--- src/rtl/sdiv_pkg.sv ---
package sdiv_pkg;
   typedef enum logic [1:0] {
      ST_IDLE  = 2'd0,
      ST_ALIGN = 2'd1,
      ST_STEP  = 2'd2,
      ST_FIX   = 2'd3
   } sdiv_state_e;
endpackage

--- src/rtl/sdiv_prep.sv ---
module sdiv_prep #(
   parameter int W = 32
) (
   input  logic [W-1:0] num_i,
   input  logic [W-1:0] den_i,
   input  logic         swap_i,
   output logic [W-1:0] dvd_raw_o,
   output logic [W-1:0] dvd_mag_o,
   output logic [W-1:0] dvs_mag_o,
   output logic         neg_o
);
   localparam int MSB = W - 1;

   logic [W-1:0] dvs_raw;

   always_comb begin
      dvd_raw_o = swap_i ? den_i : num_i;
      dvs_raw   = swap_i ? num_i : den_i;
      dvd_mag_o = dvd_raw_o[MSB] ? (~dvd_raw_o + 1'b1) : dvd_raw_o;
      dvs_mag_o = dvs_raw[MSB]   ? (~dvs_raw + 1'b1)   : dvs_raw;
      neg_o     = dvd_raw_o[MSB] ^ dvs_raw[MSB];
   end
endmodule

--- src/rtl/sdiv_core.sv ---
module sdiv_core
   import sdiv_pkg::*;
#(
   parameter int W = 32
) (
   input  logic         clk,
   input  logic         rst_n,
   input  logic         start_i,
   input  logic [W-1:0] dvd_mag_i,
   input  logic [W-1:0] dvs_mag_i,
   output logic         accept_o,
   output logic         busy_o,
   output logic         fin_o,
   output logic         dz_o,
   output logic [W-1:0] q_mag_o,
   output logic [W-1:0] r_mag_o
);
   localparam logic [W-1:0] ZERO = '0;

   sdiv_state_e  state;
   logic [W-1:0] part_rem;
   logic [W-1:0] scaled;
   logic [W-1:0] base;
   logic [W-1:0] q_acc;
   logic         dz_q;
   logic [W-1:0] half_rem;
   logic         take;

   assign half_rem = part_rem >> 1;
   assign take     = (scaled <= part_rem);
   assign accept_o = start_i && (state == ST_IDLE);
   assign busy_o   = (state != ST_IDLE);
   assign fin_o    = (state == ST_FIX);
   assign dz_o     = dz_q;
   assign q_mag_o  = q_acc;
   assign r_mag_o  = part_rem;

   always_ff @(posedge clk or negedge rst_n) begin
      if (!rst_n) begin
         state    <= ST_IDLE;
         part_rem <= '0;
         scaled   <= '0;
         base     <= '0;
         q_acc    <= '0;
         dz_q     <= 1'b0;
      end else begin
         case (state)
            ST_IDLE: begin
               if (start_i) begin
                  part_rem <= dvd_mag_i;
                  scaled   <= dvs_mag_i;
                  base     <= dvs_mag_i;
                  q_acc    <= '0;
                  dz_q     <= (dvs_mag_i == ZERO);
                  state    <= (dvs_mag_i == ZERO) ? ST_FIX : ST_ALIGN;
               end
            end
            ST_ALIGN: begin
               if (scaled <= half_rem) scaled <= scaled << 1;
               if (!(scaled < half_rem)) state <= ST_STEP;
            end
            ST_STEP: begin
               q_acc <= {q_acc[W-2:0], take};
               if (take) part_rem <= part_rem - scaled;
               if (scaled == base) state <= ST_FIX;
               else scaled <= scaled >> 1;
            end
            default: state <= ST_IDLE;
         endcase
      end
   end
endmodule

--- src/rtl/sdiv_fix.sv ---
module sdiv_fix #(
   parameter int W            = 32,
   parameter bit REM_WITH_QUO = 1'b1
) (
   input  logic [W-1:0] q_mag_i,
   input  logic [W-1:0] r_mag_i,
   input  logic [W-1:0] dvd_raw_i,
   input  logic         neg_i,
   input  logic         dz_i,
   output logic [W-1:0] quot_o,
   output logic [W-1:0] rem_o,
   output logic [W-1:0] qabs_o
);
   localparam logic [W-1:0] ALL1 = '1;

   logic [W-1:0] q_signed;
   logic         rem_neg;

   assign q_signed = neg_i ? (~q_mag_i + 1'b1) : q_mag_i;

   generate
      if (REM_WITH_QUO) begin : g_rem_quo
         assign rem_neg = neg_i;
      end else begin : g_rem_dvd
         assign rem_neg = dvd_raw_i[W-1];
      end
   endgenerate

   always_comb begin
      if (dz_i) begin
         quot_o = ALL1;
         qabs_o = ALL1;
         rem_o  = dvd_raw_i;
      end else begin
         quot_o = q_signed;
         qabs_o = q_mag_i;
         rem_o  = rem_neg ? (~r_mag_i + 1'b1) : r_mag_i;
      end
   end
endmodule

--- src/rtl/sdiv_iter.sv ---
module sdiv_iter #(
   parameter int W            = 32,
   parameter bit REM_WITH_QUO = 1'b1
) (
   input  logic         clk,
   input  logic         rst_n,
   input  logic         start_i,
   input  logic         swap_i,
   input  logic [W-1:0] num_i,
   input  logic [W-1:0] den_i,
   output logic         busy_o,
   output logic         done_o,
   output logic [W-1:0] quot_o,
   output logic [W-1:0] rem_o,
   output logic [W-1:0] quot_abs_o,
   output logic         div_zero_o
);
   generate
      if (W < 4) begin : g_bad_width
         $error("sdiv_iter: W must be at least 4");
      end
   endgenerate

   logic [W-1:0] dvd_raw_c, dvd_mag_c, dvs_mag_c;
   logic         neg_c;
   logic         accept, fin, dz;
   logic [W-1:0] q_mag, r_mag;
   logic [W-1:0] dvd_raw_q;
   logic         neg_q;
   logic [W-1:0] quot_c, rem_c, qabs_c;

   sdiv_prep #(.W(W)) u_prep (
      .num_i     (num_i),
      .den_i     (den_i),
      .swap_i    (swap_i),
      .dvd_raw_o (dvd_raw_c),
      .dvd_mag_o (dvd_mag_c),
      .dvs_mag_o (dvs_mag_c),
      .neg_o     (neg_c)
   );

   sdiv_core #(.W(W)) u_core (
      .clk       (clk),
      .rst_n     (rst_n),
      .start_i   (start_i),
      .dvd_mag_i (dvd_mag_c),
      .dvs_mag_i (dvs_mag_c),
      .accept_o  (accept),
      .busy_o    (busy_o),
      .fin_o     (fin),
      .dz_o      (dz),
      .q_mag_o   (q_mag),
      .r_mag_o   (r_mag)
   );

   sdiv_fix #(.W(W), .REM_WITH_QUO(REM_WITH_QUO)) u_fix (
      .q_mag_i   (q_mag),
      .r_mag_i   (r_mag),
      .dvd_raw_i (dvd_raw_q),
      .neg_i     (neg_q),
      .dz_i      (dz),
      .quot_o    (quot_c),
      .rem_o     (rem_c),
      .qabs_o    (qabs_c)
   );

   always_ff @(posedge clk or negedge rst_n) begin
      if (!rst_n) begin
         dvd_raw_q  <= '0;
         neg_q      <= 1'b0;
         done_o     <= 1'b0;
         quot_o     <= '0;
         rem_o      <= '0;
         quot_abs_o <= '0;
         div_zero_o <= 1'b0;
      end else begin
         done_o <= fin;
         if (accept) begin
            dvd_raw_q <= dvd_raw_c;
            neg_q     <= neg_c;
         end
         if (fin) begin
            quot_o     <= quot_c;
            rem_o      <= rem_c;
            quot_abs_o <= qabs_c;
            div_zero_o <= dz;
         end
      end
   end
endmodule

--- config.mk ---
export PLATFORM = sky130hd
export DESIGN_NAME = sdiv_iter
export DESIGN_NICKNAME = d
export VERILOG_FILES = /design/src/rtl/sdiv_pkg.sv /design/src/rtl/sdiv_prep.sv /design/src/rtl/sdiv_core.sv /design/src/rtl/sdiv_fix.sv /design/src/rtl/sdiv_iter.sv
export SDC_FILE = /design/constraint.sdc
export NUM_CORES = 1
export LEC_CHECK = 0
export BUFFER_PORTS_ARGS = -buffer_cell sky130_fd_sc_hd__buf_2
export CORE_MARGIN = 2
export CORE_UTILIZATION = 35
export CTS_BUF_LIST = sky130_fd_sc_hd__clkbuf_2 sky130_fd_sc_hd__clkbuf_4 sky130_fd_sc_hd__clkbuf_8
export CTS_CLUSTER_SIZE = 16
export DETAILED_ROUTE_END_ITERATION = 6
export GPL_TIMING_DRIVEN = 0
export MAX_ROUTING_LAYER = met4
export PLACE_DENSITY = 0.54
export REMOVE_ABC_BUFFERS = 1
export SLEW_MARGIN = 20
export SYNTH_ARGS = -nofsm -noshare
export SYNTH_HDL_FRONTEND = slang
export SYNTH_SLANG_ARGS = --single-unit
--- constraint.sdc ---
create_clock -name clk -period 3.3 [get_ports clk]
set_input_delay 0.33 -clock clk [delete_from_list [all_inputs] [get_ports clk]]
set_output_delay 0.33 -clock clk [all_outputs]
set_load 0.02 [all_outputs]
==> impl_metrics.csv <==
group,metric,value,unit
status,status,"finished, final reports clean",
drt,drtAntennaViolNets,0,
yosys,syn_area,17600,um^2
timing,fin_hold_ws,0.113,ns
place,place_ws,-1.06,ns
timing,fin_skew,0.0645,ns
floorplanning,core_area,50000,um^2
yosys,synth_ff_type,"dfrtp_1",
global_route,grt_overflow,0,
cts,cts_tree,"yes",
place,io_buffers,166,
place,hpwl,41.0,mm
critical_path,cp_max_fo,8,
power_and_ir_drop,leakage,9.07,nW
critical_path,slowest_stage,"fa_1",
critical_path,crit_type,"reg -> reg",
drt,drc_errors,0,
floorplanning,dieArea,52200,um^2
timing,rsz0062_at_grt,"true",
yosys,syn-instance-count,1927,
cts,cts_max_path_buffers,3,
critical_path,cpPeakStageDelay,0.43,ns
yosys,ys_async_sr_fraction,100,%
critical_path,cp_cell_sequence,"ha_1 -> fa_1 -> nor2b_4 -> o31ai_2 -> a21oi_2 -> a2111oi_4 -> o31ai_4 -> a31oi_4 -> buf_4 -> a31o_4 -> a211oi_1 -> a21oi_1",
critical_path,required,3.77,ns
timing,finalSetupViolCount,0,
cells_and_area,syn_to_final_growth,16.4,%
cells_and_area,num-fill-cells,5050,
critical_path,cp-end-kind,"flop",
place,gp_congestion,0.869,
timing,fmaxAchievable,311,MHz
critical_path,worst-path-buf-inv,1,
timing,finalCriticalPeriod,3.21,ns
power_and_ir_drop,power_density,1120,nW/um^2
place,placed_area,19300,um^2
yosys,ys_ff_latch,261,
cells_and_area,fin_nets,2192,
drt,vias,15200,
drt,wl_per_cell,20.5,um
cts,cts_buffers,47,
hold_path,hold_class,"in -> reg",
drt,vias_per_cell,5.49,
cells_and_area,final_area,20500,um^2
cells_and_area,utilization,41.1,%
yosys,ys.warnings.count,0,
yosys,ys_seq_area_share,37.0,%
timing,fin_crit_sh,97.3,%
global_route,grt_pass1_wl,88.9,mm
floorplanning,num_rows,82,
floorplanning,pin_count,167,
global_route,grt_use_total,22.1,%
cts,clk_latency,0.65,ns
critical_path,arrival,3.68,ns
flow_run,drv_cap,0,
cells_and_area,multiInputGateArea,10500,um^2
drt,first_iter_violations,942,
yosys,synth_edf_count,0,
timing,hold_violations,0,
global_route,grt_max_degree,84,
cts,cts-root-buf,"clkbuf_8",
power_and_ir_drop,ir_drop,433,uV
critical_path,crit_path_start_kind,"flop",
cells_and_area,layout-drive-gt1-share,19.5,%
cts,htreeDepth,2,
cts,clk_pin_slew,0.06,ns
timing,maxSlewViolCount,0,
drt,wl,56.6,mm
timing,setup_slack,0.0885,ns
yosys,syn_avg_cell_area,9.16,um^2
yosys,ys_types,81,
timing,slew_headroom,38.2,%
drt,first_pass_iters,5,
cells_and_area,register_area,6540,um^2
timing,worst_slew_pin_slew,0.909,ns
floorplanning,die_h,229,um
cts,cts_num_sinks,261,
floorplanning,start_util,35.3,%
floorplanning,die_w,229,um
critical_path,cp_top_family,"compound AO/OA/AOI/OAI gates",
global_route,grt_pass1_vias,14900,
global_route,antenna_found_initial,3,
layer usage:
layer	track usage, %	wire length (um)	share of wire, %	vias to the layer above
li1	-	-	-	7220
met1	30.1	26000	46	7372
met2	33.8	25400	45	472
met3	3.27	3470	6.1	100
met4	7.35	1660	2.9	0
met5	-	0	0	-
final cells by class:
cell class | instances | area share (%)
Antenna cell | 2 | 0.0244
Clock buffer | 75 | 4.51
Clock inverter | 9 | 0.396
Inverter | 84 | 1.53
Multi-Input combinational cell | 1466 | 51.1
Sequential cell | 261 | 31.8
Tap cell | 672 | 4.09
Timing Repair Buffer | 192 | 6.49
tightest hold or removal path: stages:
cell and delay, ns:
buf_2 0.11, mux2i_1 0.12, o21ai_0 0.16
report_power, final:
group | switching (mW) | total, mW | internal (mW)
sequential | 1.33 | 6.02 | 4.70
clock | 1.46 | 3.32 | 1.86
combinational | 8.17 | 13.7 | 5.58
per-stage QoR:
step / power [mW] / TNS [ns] / instances
2_1_floorplan: 15.1 / -133.04 / 1808
3_3_place_gp: 18.9 / -1507.45 / 2646
3_5_place_dp: 19.2 / -21.31 / 2661
4_1_cts: 23.0 / 0 / 2754
5_1_grt: 24.9 / -0.0673 / 2760
6_report: 23.1 / 0 / 2761
sequential cells by signal, indices dropped and copies added (netlist names):
signal and cells:
quot_abs_o 31, quot_o 32, dvd_raw_q 32, u_core.state 2
done_o 1, u_core.dz_o 1, u_core.q_mag_o 32, u_core.base 32
rem_o 32, u_core.scaled 32, neg_q 1, div_zero_o 1
u_core.r_mag_o 32
cell usage after synthesis (4+ instances only):
| cell | number | area, um^2 |
|---|---|---|
| buf_6 | 4 | 45.0 |
| dfrtp_1 | 261 | 6530 |
| buf_2 | 18 | 90.1 |
| or4_1 | 7 | 52.6 |
| mux2i_2 | 4 | 55.1 |
| clkbuf_1 | 87 | 327 |
| mux2_2 | 60 | 676 |
| nor3_2 | 4 | 40.0 |
| o21a_1 | 9 | 67.6 |
| a21o_1 | 25 | 188 |
| nor3_1 | 50 | 250 |
| a21oi_1 | 115 | 576 |
| mux2i_1 | 97 | 971 |
| o21bai_1 | 4 | 30.0 |
| ha_1 | 71 | 888 |
| o211ai_1 | 12 | 90.1 |
| or3_1 | 16 | 100 |
| nand4_1 | 20 | 125 |
| nor2_1 | 138 | 518 |
| nand3_1 | 18 | 90.1 |
| xnor2_1 | 86 | 753 |
| xor2_1 | 90 | 788 |
| o22ai_1 | 5 | 31.3 |
| a22o_1 | 31 | 272 |
| or2_2 | 4 | 25.0 |
| nand2_1 | 168 | 631 |
| a211oi_1 | 23 | 173 |
| o31ai_1 | 32 | 240 |
| nor3b_1 | 12 | 90.1 |
| nor4_2 | 5 | 62.6 |
| o21ai_1 | 5 | 25.0 |
| inv_1 | 84 | 315 |
| a41oi_1 | 9 | 78.8 |
| nand2b_1 | 8 | 50.1 |
| and3_1 | 7 | 43.8 |
| a22oi_1 | 26 | 195 |
| nor4_1 | 21 | 131 |
| o21ai_0 | 154 | 771 |
| o41ai_1 | 8 | 70.1 |
| a31oi_1 | 18 | 113 |
| o22a_1 | 32 | 280 |
| nor2b_1 | 9 | 56.3 |
| buf_4 | 6 | 45.0 |
| and4_1 | 5 | 43.8 |
worst paths after layout:
kind | from | end | slack [ns] | cells after the start
setup / recovery | u_core.scaled[0] | u_core.r_mag_o[11] | 0.09 | 12
hold / removal | den_i[29] | dvd_raw_q[29] | 0.11 | 3
setup reg to reg | u_core.scaled[0] | u_core.r_mag_o[11] | 0.09 | 12
hold reg to reg | dvd_raw_q[7] | dvd_raw_q[7] | 0.48 | 2
max in group asynchronous | rst_n | quot_o[1] | 1.99 | 4
min in group asynchronous | rst_n | done_o | 0.21 | 2
cells in the final DEF (no fill, tap or decap), types with 18 or more instances in the layout:
cell type / count
nor3_1: 49
nand3_1: 18
nand4_1: 20
a21o_1: 25
ha_1: 66
inv_1: 84
o22a_1: 32
clkbuf_8: 58
nor4_1: 21
o31ai_1: 31
xnor2_1: 85
mux2_2: 60
a22oi_1: 26
nand2_1: 166
a21oi_1: 115
nor2_1: 136
mux2i_1: 94
a211oi_1: 21
a22o_1: 31
a31oi_1: 18
o21ai_0: 153
buf_2: 164
xor2_1: 89
dfrtp_1: 256
cell families after synthesis:
family / Yosys count / share of synthesized area (%)
AOI/OAI and AO/OA: 541 / 20.2
and+or+nand+nor: 513 / 14.5
DFF: 261 / 37.0
buffers and inverters: 203 / 4.81
xor gates and xnor gates: 176 / 8.74
muxes: 161 / 9.64
adders and majority gates: 72 / 5.15
repair_timing:
item / 4_1_cts / 5_1_grt
gates resized for setup: 14 / 12
hold buffers: 1 / 0
pin swaps: 4 / 6
gates cloned: 3 / 1
buffers inserted: 5 / 4
hold endpoints to repair: 102 / 0
setup endpoints to repair: 57 / 56
(Power assumes the default switching activity.)
